**config.mk**
```make
export PLATFORM = sky130hd
export DESIGN_NAME = uart_irq_id
export DESIGN_NICKNAME = d
export VERILOG_FILES = /design/src/rtl/uart_irq_pkg.sv /design/src/rtl/irq_src_latch.sv /design/src/rtl/irq_thre_src.sv /design/src/rtl/irq_rda_cmp.sv /design/src/rtl/irq_prio_enc.sv /design/src/rtl/uart_irq_id.sv
export SDC_FILE = /design/constraint.sdc
export NUM_CORES = 1
export LEC_CHECK = 0
export BUFFER_PORTS_ARGS = -buffer_cell sky130_fd_sc_hd__clkbuf_2
export CAP_MARGIN = 15
export CORE_AREA = 5 5 42 44
export DETAILED_ROUTE_END_ITERATION = 16
export DIE_AREA = 0 0 47 49
export PLACE_DENSITY_LB_ADDON = 0.1
export REMOVE_ABC_BUFFERS = 1
export SETUP_SLACK_MARGIN = 0.4
export SYNTH_ARGS = -nofsm -noshare
export SYNTH_HDL_FRONTEND = slang
export SYNTH_SLANG_ARGS = --single-unit
```
**constraint.sdc**
```tcl
create_clock -name clk_i -period 1.6 [get_ports clk_i]
set_clock_uncertainty 0.05 [all_clocks]
set_input_delay 0.24 -clock clk_i [delete_from_list [all_inputs] [get_ports clk_i]]
set_output_delay 0.24 -clock clk_i [all_outputs]
set_load 0.02 [all_outputs]
```
**src/rtl/uart_irq_pkg.sv**
```systemverilog
`timescale 1ns/1ps
package uart_irq_pkg;
  localparam int NSRC = 5;
  // priority index: 0 is highest
  localparam int P_LS   = 0;
  localparam int P_RDA  = 1;
  localparam int P_TO   = 2;
  localparam int P_THRE = 3;
  localparam int P_MS   = 4;

  typedef enum logic [2:0] {
    ID_MS   = 3'b000,
    ID_THRE = 3'b001,
    ID_RDA  = 3'b010,
    ID_LS   = 3'b011,
    ID_TO   = 3'b110
  } iid_e;

  function automatic iid_e src_code(input int idx);
    case (idx)
      P_LS:    return ID_LS;
      P_RDA:   return ID_RDA;
      P_TO:    return ID_TO;
      P_THRE:  return ID_THRE;
      default: return ID_MS;
    endcase
  endfunction

  function automatic logic [4:0] trig_level(input logic [1:0] sel);
    case (sel)
      2'b00:   return 5'd1;
      2'b01:   return 5'd4;
      2'b10:   return 5'd8;
      default: return 5'd14;
    endcase
  endfunction
endpackage

```
**src/rtl/irq_src_latch.sv**
```systemverilog
`timescale 1ns/1ps
module irq_src_latch #(
  parameter int EVT_W = 1
) (
  input  logic             clk_i,
  input  logic             rst_ni,
  input  logic [EVT_W-1:0] evt_i,
  input  logic             clr_i,
  output logic             pend_o
);
  logic set;
  assign set = |evt_i;

  // a new event in the clearing cycle survives
  always_ff @(posedge clk_i or negedge rst_ni) begin
    if (!rst_ni)    pend_o <= 1'b0;
    else if (set)   pend_o <= 1'b1;
    else if (clr_i) pend_o <= 1'b0;
  end

  AST_SRC_SET: assert property (@(posedge clk_i) disable iff (!rst_ni)
    set |=> pend_o);
  AST_SRC_CLR: assert property (@(posedge clk_i) disable iff (!rst_ni)
    (clr_i && !set) |=> !pend_o);
endmodule

```
**src/rtl/irq_thre_src.sv**
```systemverilog
`timescale 1ns/1ps
module irq_thre_src (
  input  logic clk_i,
  input  logic rst_ni,
  input  logic en_i,
  input  logic empty_i,
  input  logic thr_wr_i,
  input  logic iir_clr_i,
  output logic pend_o
);
  logic empty_q;
  logic rise;

  assign rise = empty_i && !empty_q;

  always_ff @(posedge clk_i or negedge rst_ni) begin
    if (!rst_ni) empty_q <= 1'b0;
    else         empty_q <= empty_i;
  end

  // clearing wins: a write means the FIFO is no longer empty
  always_ff @(posedge clk_i or negedge rst_ni) begin
    if (!rst_ni)                     pend_o <= 1'b0;
    else if (thr_wr_i || iir_clr_i)  pend_o <= 1'b0;
    else if (rise && en_i)           pend_o <= 1'b1;
  end

  AST_THRE_RISE: assert property (@(posedge clk_i) disable iff (!rst_ni)
    ($rose(empty_i) && en_i && !thr_wr_i && !iir_clr_i) |=> pend_o);
  AST_THRE_WR_CLR: assert property (@(posedge clk_i) disable iff (!rst_ni)
    thr_wr_i |=> !pend_o);
endmodule

```
**src/rtl/irq_rda_cmp.sv**
```systemverilog
`timescale 1ns/1ps
module irq_rda_cmp
  import uart_irq_pkg::*;
#(
  parameter int CNT_W = 5
) (
  input  logic [CNT_W-1:0] cnt_i,
  input  logic [1:0]       trig_sel_i,
  output logic             active_o
);
  logic [4:0] lvl;
  assign lvl      = trig_level(trig_sel_i);
  assign active_o = (int'(cnt_i) >= int'(lvl));
endmodule

```
**src/rtl/irq_prio_enc.sv**
```systemverilog
`timescale 1ns/1ps
module irq_prio_enc
  import uart_irq_pkg::*;
(
  input  logic            clk_i,
  input  logic            rst_ni,
  input  logic [NSRC-1:0] req_i,
  output logic [NSRC-1:0] grant_o,
  output logic [2:0]      code_o,
  output logic            any_o
);
  always_comb begin
    grant_o = '0;
    code_o  = ID_MS;
    for (int i = NSRC - 1; i >= 0; i--) begin
      if (req_i[i]) begin
        grant_o = '0;
        grant_o[i] = 1'b1;
        code_o  = src_code(i);
      end
    end
  end

  assign any_o = |req_i;

  AST_GRANT_ONEHOT: assert property (@(posedge clk_i) disable iff (!rst_ni)
    $onehot0(grant_o));
  AST_LS_TOP: assert property (@(posedge clk_i) disable iff (!rst_ni)
    req_i[P_LS] |-> (code_o == ID_LS));
endmodule

```
**src/rtl/uart_irq_id.sv**
```systemverilog
`timescale 1ns/1ps
module uart_irq_id
  import uart_irq_pkg::*;
#(
  parameter int CNT_W = 5
) (
  input  logic             clk_i,
  input  logic             rst_ni,
  input  logic [3:0]       en_i,
  input  logic [3:0]       line_err_i,
  input  logic [CNT_W-1:0] rx_cnt_i,
  input  logic [1:0]       trig_sel_i,
  input  logic             rx_timeout_i,
  input  logic             tx_empty_i,
  input  logic [3:0]       modem_delta_i,
  input  logic             iir_rd_i,
  input  logic             lsr_rd_i,
  input  logic             msr_rd_i,
  input  logic             rbr_rd_i,
  input  logic             thr_wr_i,
  output logic             irq_o,
  output logic [7:0]       iid_o
);
  logic ls_pend, to_pend, ms_pend, thre_pend, rda_act;
  logic [NSRC-1:0] raw, req, grant;
  logic [2:0] code;
  logic any;
  logic iir_thre_clr;

  irq_src_latch #(.EVT_W(4)) u_ls (
    .clk_i, .rst_ni, .evt_i(line_err_i), .clr_i(lsr_rd_i), .pend_o(ls_pend));

  irq_src_latch #(.EVT_W(1)) u_to (
    .clk_i, .rst_ni, .evt_i(rx_timeout_i), .clr_i(rbr_rd_i), .pend_o(to_pend));

  irq_src_latch #(.EVT_W(4)) u_ms (
    .clk_i, .rst_ni, .evt_i(modem_delta_i), .clr_i(msr_rd_i), .pend_o(ms_pend));

  irq_thre_src u_thre (
    .clk_i, .rst_ni, .en_i(en_i[1]), .empty_i(tx_empty_i),
    .thr_wr_i, .iir_clr_i(iir_thre_clr), .pend_o(thre_pend));

  irq_rda_cmp #(.CNT_W(CNT_W)) u_rda (
    .cnt_i(rx_cnt_i), .trig_sel_i, .active_o(rda_act));

  assign raw[P_LS]   = ls_pend;
  assign raw[P_RDA]  = rda_act;
  assign raw[P_TO]   = to_pend;
  assign raw[P_THRE] = thre_pend;
  assign raw[P_MS]   = ms_pend;

  // enable bit for each priority slot
  localparam int EN_IDX [NSRC] = '{2, 0, 0, 1, 3};

  for (genvar g = 0; g < NSRC; g++) begin : g_gate
    assign req[g] = raw[g] & en_i[EN_IDX[g]];
  end

  irq_prio_enc u_enc (
    .clk_i, .rst_ni, .req_i(req), .grant_o(grant), .code_o(code), .any_o(any));

  // code seen in the read cycle is the code returned by that read
  assign iir_thre_clr = iir_rd_i && grant[P_THRE];

  assign irq_o = any;
  assign iid_o = {2'b11, 2'b00, code, ~any};

  AST_IDLE_CODE: assert property (@(posedge clk_i) disable iff (!rst_ni)
    !irq_o |-> (iid_o == 8'hC1));
  AST_HIGH_BITS: assert property (@(posedge clk_i) disable iff (!rst_ni)
    iid_o[7:4] == 4'hC);
  AST_LS_CLEAR: assert property (@(posedge clk_i) disable iff (!rst_ni)
    (lsr_rd_i && line_err_i == 4'h0) |=> !ls_pend);
  AST_TO_CLEAR: assert property (@(posedge clk_i) disable iff (!rst_ni)
    (rbr_rd_i && !rx_timeout_i) |=> !to_pend);
  AST_IIR_KEEP_THRE: assert property (@(posedge clk_i) disable iff (!rst_ni)
    (iir_rd_i && thre_pend && code != ID_THRE && !thr_wr_i) |=> thre_pend);
endmodule

```
---- Word level (Yosys, flattened, before mapping) ----
Index checks and enable logic that the tools add are counted.
storage, ports and cells
  flip-flop bits (word level) ............. 5
  bits of input ports ..................... 28
  word-level logic and storage cells ...... 44
cells by class
  equal/unequal tests ..................... 2
  bitwise operators ....................... 6
  mux-type cells .......................... 17
  $lt $le $gt $ge ......................... 1
  reduce and logical (&&, ||, !) cells .... 13
operators by type and width
  kind                number
  $mux 4              4
  $pmux 4 s3          1
  $mux 1              9
  $mux 3              3
  $reduce_bool 2->1   4
  $reduce_or 4->1     2
  $and 1x1->1         5
  $ge 5x4->1          1
  $reduce_or 5->1     1
  $logic_and 1x1->1   3
  $eq 2x1->1 const B  1
  $eq 2x2->1 const B  1
  $logic_not 2->1     1
  $logic_not 1->1     1
  $logic_or 1x1->1    1
  $not 1->1           1

---- Depth between registers and ports, before layout ----
Gate-level depths: netlist (run 1).
  depth after elaboration ................. 9
  gate-level depth with buffers ........... 6
  mapped depth without buffers ............ 6

---- By module ----
Synthesis (run 1) repeated with hierarchy kept, for this count alone.
unflattened totals
  cell total of the unflattened synthesis .. 55
  area, all modules ....................... 475.5 µm²
modules (own cells, without submodules)
  module                    instances  area each (µm²)  cells an instance  seq. area each (µm²)
  irq_rda_cmp               1          120.1            15                 0.0
  irq_thre_src              1          86.3             5                  50.0
  irq_src_latch (u_ls ...)  2          40.0             4                  25.0
  uart_irq_id               1          78.8             13                 0.0
  irq_prio_enc              1          73.8             11                 0.0
  irq_src_latch (u_to)      1          36.3             3                  25.0

---- Worst setup path after synthesis (run 1) ----
OpenSTA, ideal clock, no wires.
  path kind ............................... input to output
  start ................................... in trig_sel_i[1]
  end ..................................... out iid_o[1]
  stages on the path ...................... 5
  path buffers ............................ 0
  arrival time ............................ 1.578 ns
  path slack .............................. -0.268 ns
  cell sequence ........................... inv_1 ha_1 or3_4 o21ba_2 o31ai_1
on the way
  longest elaborated chain between the ends .. 6
ends and longest elaborated chain
  what                                      line                source
  start: declaration                        uart_irq_id.sv:12   input logic [1:0] trig_sel_i,
  $eq 2x2->1, or another cell as far along  uart_irq_pkg.sv:30  case (sel)
  $pmux 4 s3 *                              uart_irq_pkg.sv:30
  $ge 5x4->1 *                              irq_rda_cmp.sv:13   assign active_o = (int'(cnt_i) >= int'(lvl));
  $and 1x1->1 *                             uart_irq_id.sv:56   assign req[g] = raw[g] & en_i[EN_IDX[g]];
  $mux 3 * (2 in a row)                     irq_prio_enc.sv:16  if (req_i[i]) begin
  end: declaration                          uart_irq_id.sv:22   output logic [7:0] iid_o
Every way passes the cells marked *; elsewhere a longest branch is shown, timed or not.

---- Worst setup path in the final report (run 1) ----
  start ................................... in trig_sel_i[1]
  end ..................................... out iid_o[0]
on the way
  longest elaborated chain between the ends .. 6
ends and longest elaborated chain
  what                                      line                source
  $eq 2x2->1, or another cell as far along  uart_irq_pkg.sv:30
  $pmux 4 s3 *                              uart_irq_pkg.sv:30
  $ge 5x4->1 *                              irq_rda_cmp.sv:13
  $and 1x1->1 *                             uart_irq_id.sv:56
  $reduce_or 5->1 *                         irq_prio_enc.sv:24  assign any_o = |req_i;
  $not 1->1 *                               uart_irq_id.sv:66   assign iid_o = {2'b11, 2'b00, code, ~any};
Marked as above.

==> run summary, run 1 <==
status = finished, violations left
violated checks = negative setup slack
CP Max Fanout = 4
maximum vdd drop = 417.1 uV
antenna violations before repair = 0
Syn Area/Cell = 7.979 um^2
Hold Crit Class = primary input to flip-flop
Synth Instances = 53
vias in the first global route = 467
synth unique cells = 22
power per cell area = 566.0 nW/um^2
largest net degree at the start of global routing = 6
CTS tree = yes
Post-synth EDFFs = 0
DRT Wirelength = 1263 um
RSZ-0062 raised after global routing = true
count leader, synth = inv_1
Setup CP Type = primary input to output port
Clock transition at path regs = 40 ps
CP required = 1310 ps
FILL cells = 136
Seq/Total Area, Yosys = 0.2959
synthesized area = 422.9 um^2
GRT Resource Usage Total = 0.1147
critical path capture point type = output port
clk_lat worst skew = 250 ps
post-route cell area = 858.3 um^2
Min Hold Slack = 69.79 ps
final period utilization = 1.125
Die Wd = 47 um
Clock Tree Root = clkbuf_4
largest area contributor in the netlist = dfrtp_1
Rows = 14
top cells by area, synth = dfrtp_1 (30%), ha_1 (12%), inv_1 (8.0%)
Register Area = 125.1 um^2
CTS Buffer Depth = 2
Synth warnings = 0
core box area = 1401 um^2
# placed instances = 103
min cycle time layout = 1800 ps
Layout Cells excl Fill = 110
first-pass GRT wire length = 1800 um
max frequency = 555.7 MHz
crit-path cells = buf_8 -> inv_4 -> ha_4 -> or3_4 -> nand2b_4 -> o21ai_4 -> and3_4 -> buf_8
Via density = 4.555
startpoint types = primary input
Worst path most repeated cell = buf_8
depth of the CTS H-tree = 1
Die Height = 49 um
CP startpoint = trig_sel_i[1]
first-pass iteration count of the detailed router = 2
Routability Congestion = 0.6796
I/O pins = 37
nets = 127
GR Overflow Total = 0
HP Start = tx_empty_i
most frequent cells after synthesis = inv_1 (9), a21oi_1 (5), dfrtp_1 (5)
Power, Total = 0.4858 mW
top_reg_cell synth = dfrtp_1
CTS buffer count = 3
Worst R2R Start = u_ls.pend_o
Die ar. = 2303 um^2
Starting DRT DRC Count = 4
Final Slew Violations = 0
CTS Sinks = 5
Finish-stage setup viols = 5
Synth top area share = 0.2959
setup TNS = -738.9 ps
WL/cell = 11.48 um
initial core utilization = 0.3018
Routed Antenna Nets = 0
final setup margin = -199.7 ps
Antenna Cells = 0
CP peak stage delay = 370 ps
Static Leak = 0.4333 nW
routed via count = 501
number of port buffers = 32
Multi-input gate area = 369.1 um^2
ys async rst share = 1.000
DR DRC count = 0
CP arrival = 1510 ps
area grow syn2layout = 103.0%
placed wire-length estimate = 937.8 um
flops & latches, synth = 5
CP max-delay cell = or3_4
DP Area = 610.6 um^2
layout cells sized above 1 = 0.6596
endpoints failing hold = 0
maxcap violations = 0
## layout by cell type (no fill, tap or decap), types with 2 or more instances in the layout
cell type | Yosys | final
nor2_4 | 0 | 2
conb_1 | 2 | 4
nor4_1 | 2 | 2
a21oi_2 | 0 | 2
ha_4 | 0 | 4
nand2_1 | 4 | 4
a21oi_1 | 5 | 2
buf_6 | 0 | 2
dfrtp_1 | 5 | 5
buf_4 | 4 | 7
buf_8 | 0 | 2
clkbuf_2 | 0 | 25
o21ai_0 | 3 | 2
clkbuf_4 | 0 | 3
inv_1 | 9 | 7
inv_4 | 0 | 2
## worst max-delay path: cells and delay by family
kind	cells	cell delay, ps
AO/OA/AOI/OAI	1	180
AND/OR/NAND/NOR	3	720
buffers and inverters	3	220
adder cells (fa/ha/maj)	1	140
## cells by family (layout without fill, tap and decap cells)
kind of cell / Yosys count / in the layout / share of synthesized area
AO/OA/AOI/OAI: 15 / 15 / 0.2278
adder cells (fa/ha/maj): 4 / 4 / 0.1183
buffers and inverters: 13 / 52 / 0.1509
flip-flops: 5 / 5 / 0.2959
other: 2 / 4 / 0.01776
AND/OR/NAND/NOR: 14 / 14 / 0.1893
## where the power goes
part / internal [mW] / switching, mW / leakage [nW]
logic: 0.111 / 0.0934 / 0.364
registers: 0.132 / 0.00259 / 0.0538
clock network: 0.0943 / 0.0521 / 0.0150
## state kept, by name (all words and copies together), names as in the netlist
signal / cells
u_thre.pend_o: 1
u_thre.empty_q: 1
u_to.pend_o: 1
u_ms.pend_o: 1
u_ls.pend_o: 1
## repair_timing
action | 4_1_cts | 5_1_grt
setup buffers | 1 | 1
pin swaps | 8 | 8
hold endpoints to repair | 5 | 0
hold buffers | 1 | 0
endpoints found under the setup margin | 6 | 6
gates resized for setup | 31 | 13
## per-stage QoR
| stage | utilization | setup WS, ps |
|---|---|---|
| floorplan | - | -267.5 |
| global placement | 0.4357 | -298.3 |
| detailed placement | 0.4357 | -296.3 |
| CTS | 0.5688 | -253.9 |
| global route | 0.6125 | -240.2 |
| finish | 0.6125 | -199.7 |
## layer usage
metal / share of wire / vias up / GRT usage
met5: 0 / - / 0
met4: 0.025 / 0 / 0.08295
met3: 0.085 / 2 / 0.04797
met2: 0.58 / 21 / 0.1900
met1: 0.31 / 222 / 0.1051
li1: - / 256 / -
## final cells by class
class,instances,share of cell area
multi-input cells,37,0.4300
repair buffers,39,0.3251
flip-flops and latches,5,0.1458
inverters,9,0.04519
clock buffers,4,0.03061
well taps,16,0.02332
## worst paths after layout
path	endpoint	slack [ps]	cells past startpoint
max in group asynchronous	u_ls.pend_o	1080	2
min in group asynchronous	u_ms.pend_o	290	2
setup / recovery	iid_o[0]	-200	8
setup reg to reg	u_thre.pend_o	210	7
hold reg to reg	u_ms.pend_o	490	2
hold / removal	u_thre.empty_q	70	1
(Power assumes the default switching activity.)
==> run 2, diff against run 1 <==
--- a/config.mk
+++ b/config.mk
@@ -8,6 +8,7 @@
 export BUFFER_PORTS_ARGS = -buffer_cell sky130_fd_sc_hd__clkbuf_2
 export CAP_MARGIN = 15
 export CORE_AREA = 5 5 42 44
+export CTS_BUF_LIST = sky130_fd_sc_hd__clkbuf_4 sky130_fd_sc_hd__clkbuf_8
 export DETAILED_ROUTE_END_ITERATION = 16
 export DIE_AREA = 0 0 47 49
 export PLACE_DENSITY_LB_ADDON = 0.1
==> run summary, run 2 (same netlist as run 1, synthesis figures left out) <==
Final Slew Violations = 0
Starting DRT DRC Count = 1
nets = 127
DRT Wirelength = 1218 um
Routed Antenna Nets = 0
placed wire-length estimate = 937.8 um
Layout Cells excl Fill = 110
Die ar. = 2303 um^2
Die Height = 49 um
max frequency = 554.8 MHz
Static Leak = 0.4367 nW
GRT Resource Usage Total = 0.1119
clk_lat worst skew = 250 ps
Setup CP Type = primary input to output port
DR DRC count = 0
Rows = 14
most common cell after layout, fill and taps aside = clkbuf_2
Hold Crit Class = primary input to flip-flop
# placed instances = 103
CTS buffer count = 3
GR Overflow Total = 0
vias in the first global route = 472
maxcap violations = 0
Finish-stage setup viols = 5
critical path capture point type = output port
CTS Buffer Depth = 2
first-pass GRT wire length = 1787 um
Routability Congestion = 0.6796
power per cell area = 582.0 nW/um^2
startpoint types = primary input
Clock transition at path regs = 40 ps
status = finished, violations left
violated checks = negative setup slack
CTS Sinks = 5
min cycle time layout = 1802 ps
core box area = 1401 um^2
crit-path cells = buf_8 -> inv_4 -> ha_4 -> or3_4 -> nand2b_4 -> o21ai_4 -> and3_4 -> buf_8
Setup WS pre-CTS = -296.3 ps
area grow syn2layout = 103.8%
CP required = 1310 ps
CTS tree = yes
CP peak stage delay = 370 ps
maximum vdd drop = 411.1 uV
crit path buf inv count = 3
CP Max Fanout = 4
Via density = 4.509
I/O pins = 37
Largest delay share family, worst path = simple AND/OR/NAND/NOR gates
most frequent cells in the layout = clkbuf_2 (25), inv_1 (7), buf_4 (7)
Clock Tree Root = clkbuf_4
Antenna Cells = 0
first-pass iteration count of the detailed router = 3
RSZ-0062 raised after global routing = true
antenna violations before repair = 0
CP max-delay cell = or3_4
Die Wd = 47 um
Worst path most repeated cell = buf_8
number of port buffers = 32
WL/cell = 11.07 um
largest net degree at the start of global routing = 6
routed via count = 496
CP arrival = 1510 ps
final period utilization = 1.127
initial core utilization = 0.3018
final setup margin = -202.5 ps
endpoints failing hold = 0
layout cells sized above 1 = 0.6702
depth of the CTS H-tree = 1
-- run 2: cell count changes in the layout (fill, tap and decap cells not counted) --
cell	change
clkbuf_1	-1
clkbuf_4	+1
-- run 2: final timing paths --
check	from	end	slack, ps	cells past startpoint
max	trig_sel_i[1]	iid_o[0]	-200	8
min	tx_empty_i	u_thre.empty_q	70	1
max reg2reg	u_ls.pend_o	u_thre.pend_o	210	7
min reg2reg	u_ms.pend_o	u_ms.pend_o	490	2
max in group asynchronous	rst_ni	u_ls.pend_o	1080	2
min in group asynchronous	rst_ni	u_ms.pend_o	280	2
-- run 2: report_power, final --
part	switching (mW)	total [mW]	internal [mW]
clock network	0.0523	0.164	0.111
logic	0.0922	0.203	0.111
registers	0.00260	0.135	0.132
-- run 2: stage by stage --
stage | power [mW] | hold WS [ps] | setup TNS, ps | instance area [um^2] | utilization
2_1_floorplan | 0.1999 | -105.6 | -573.8 | 400.4 | -
3_3_place_gp | 0.2614 | 14.06 | -1114 | 610.6 | 0.4357
3_5_place_dp | 0.2631 | 11.83 | -1133 | 610.6 | 0.4357
4_1_cts | 0.4865 | 60.39 | -909.8 | 800.8 | 0.5714
5_1_grt | 0.5323 | 60.93 | -977.9 | 862.1 | 0.6152
6_report | 0.5017 | 69.74 | -760.9 | 862.1 | 0.6152
-- run 2: routing by layer --
metal,share of wire,GRT usage
met4,0.025,0.08295
met1,0.33,0.1074
met5,0,0
met2,0.56,0.1787
met3,0.087,0.04797
-- run 2: timing repair --
action,4_1_cts,5_1_grt
buffers inserted,1,1
hold endpoints to repair,5,0
pin swaps,8,8
setup endpoints to repair,6,6
resized for setup,31,13
hold buffers,1,0
-- run 2: layout make-up --
cell class / instances / area (um^2)
inverters: 9 / 38.79
fillers: 133 / 539.3
repair buffers: 39 / 279.0
flip-flops and latches: 5 / 125.1
multi-input cells: 37 / 369.1
clock buffers: 4 / 30.03
well taps: 16 / 20.02
==> run 3, diff against run 2 <==
--- a/config.mk
+++ b/config.mk
@@ -11,7 +11,7 @@
 export CTS_BUF_LIST = sky130_fd_sc_hd__clkbuf_4 sky130_fd_sc_hd__clkbuf_8
 export DETAILED_ROUTE_END_ITERATION = 16
 export DIE_AREA = 0 0 47 49
-export PLACE_DENSITY_LB_ADDON = 0.1
+export PLACE_DENSITY = 0.7
 export REMOVE_ABC_BUFFERS = 1
 export SETUP_SLACK_MARGIN = 0.4
 export SYNTH_ARGS = -nofsm -noshare
==> run summary, run 3 (same netlist as run 1, synthesis figures left out) <==
Hold Crit Class = primary input to flip-flop
layout cells sized above 1 = 0.6413
placed wire-length estimate = 976 um
Static Leak = 0.4077 nW
WL/cell = 11.86 um
CTS Buffer Depth = 2
first-pass GRT wire length = 1890 um
antenna violations before repair = 0
maximum vdd drop = 432.7 uV
max frequency = 563.7 MHz
utilization after layout = 0.5670
Routed Antenna Nets = 0
final setup margin = -174.1 ps
post-route cell area = 794.5 um^2
GR Overflow Total = 0
min cycle time layout = 1774 ps
startpoint types = primary input
Setup CP Type = primary input to output port
endpoints failing hold = 0
core box area = 1401 um^2
Die Height = 49 um
Min Hold Slack = 84.43 ps
CP required = 1310 ps
DR DRC count = 0
RSZ-0062 raised after global routing = true
Die ar. = 2303 um^2
DRT Wirelength = 1281 um
CP arrival = 1480 ps
GRT Resource Usage Total = 0.1182
nets = 125
initial core utilization = 0.3018
Final Slew Violations = 0
first-pass iteration count of the detailed router = 3
setup TNS = -683.1 ps
I/O pins = 37
CP Max Fanout = 4
vias in the first global route = 476
# placed instances = 102
Power, Total = 0.4755 mW
Clock transition at path regs = 40 ps
Layout Cells excl Fill = 108
depth of the CTS H-tree = 1
clk_lat worst skew = 240 ps
CTS buffer count = 3
Setup WS pre-CTS = -277.1 ps
CTS tree = yes
CTS Sinks = 5
most frequent cells in the layout = clkbuf_2 (27), inv_1 (7), buf_4 (6)
number of port buffers = 32
Routability Congestion = 0.7410
Finish-stage setup viols = 5
violated checks = negative setup slack
routed via count = 489
power per cell area = 598.4 nW/um^2
final period utilization = 1.109
area grow syn2layout = 87.87%
most common cell after layout, fill and taps aside = clkbuf_2
maxcap violations = 0
Rows = 14
largest net degree at the start of global routing = 6
Via density = 4.528
DP Area = 603.1 um^2
Antenna Cells = 0
Die Wd = 47 um
Starting DRT DRC Count = 1
status = finished, violations left
Clock Tree Root = clkbuf_4
critical path capture point type = output port
==> run 3: worst paths after layout <==
check / cells past startpoint / slack, ps / from / end
worst max-delay path: 8 / -170 / trig_sel_i[1] / iid_o[0]
worst min-delay path: 1 / 80 / tx_empty_i / u_thre.empty_q
worst max register to register: 6 / 150 / u_ls.pend_o / u_thre.pend_o
worst min register to register: 2 / 490 / u_ms.pend_o / u_ms.pend_o
max in group asynchronous: 2 / 1060 / rst_ni / u_to.pend_o
min in group asynchronous: 2 / 310 / rst_ni / u_ms.pend_o
==> run 3: metal layers <==
layer,GRT usage,vias up,part of all wire
li1,-,251,-
met1,0.1094,214,0.35
met2,0.2172,24,0.55
met3,0.05904,0,0.098
met4,0.02765,0,0
met5,0,-,0
==> run 3: worst max-delay path, stage by stage <==
cell,delay (ps)
buf_8,90
inv_4,30
ha_4,140
or3_4,360
nand2b_4,150
o21ai_4,160
and3_4,210
buf_8,100
==> run 3: layout make-up <==
cell class / count / area, um^2
fill: 150 / 606.8
timing repair buffer: 37 / 235.2
clock buffer: 4 / 30.03
sequential: 5 / 125.1
tap: 16 / 20.02
inverter: 9 / 38.79
multi-input combinational: 37 / 345.3
==> run 3: report_power, final <==
group	internal, mW	switching (mW)
sequential	0.132	0.00436
clock	0.111	0.0482
combinational	0.0931	0.0868
==> run 3: repair_timing <==
action	CTS	global route
hold endpoints to repair	5	0
pin swaps	5	9
setup buffers	0	1
hold buffers	1	0
cloned	0	0
gates resized for setup	17	19
endpoints found under the setup margin	6	6
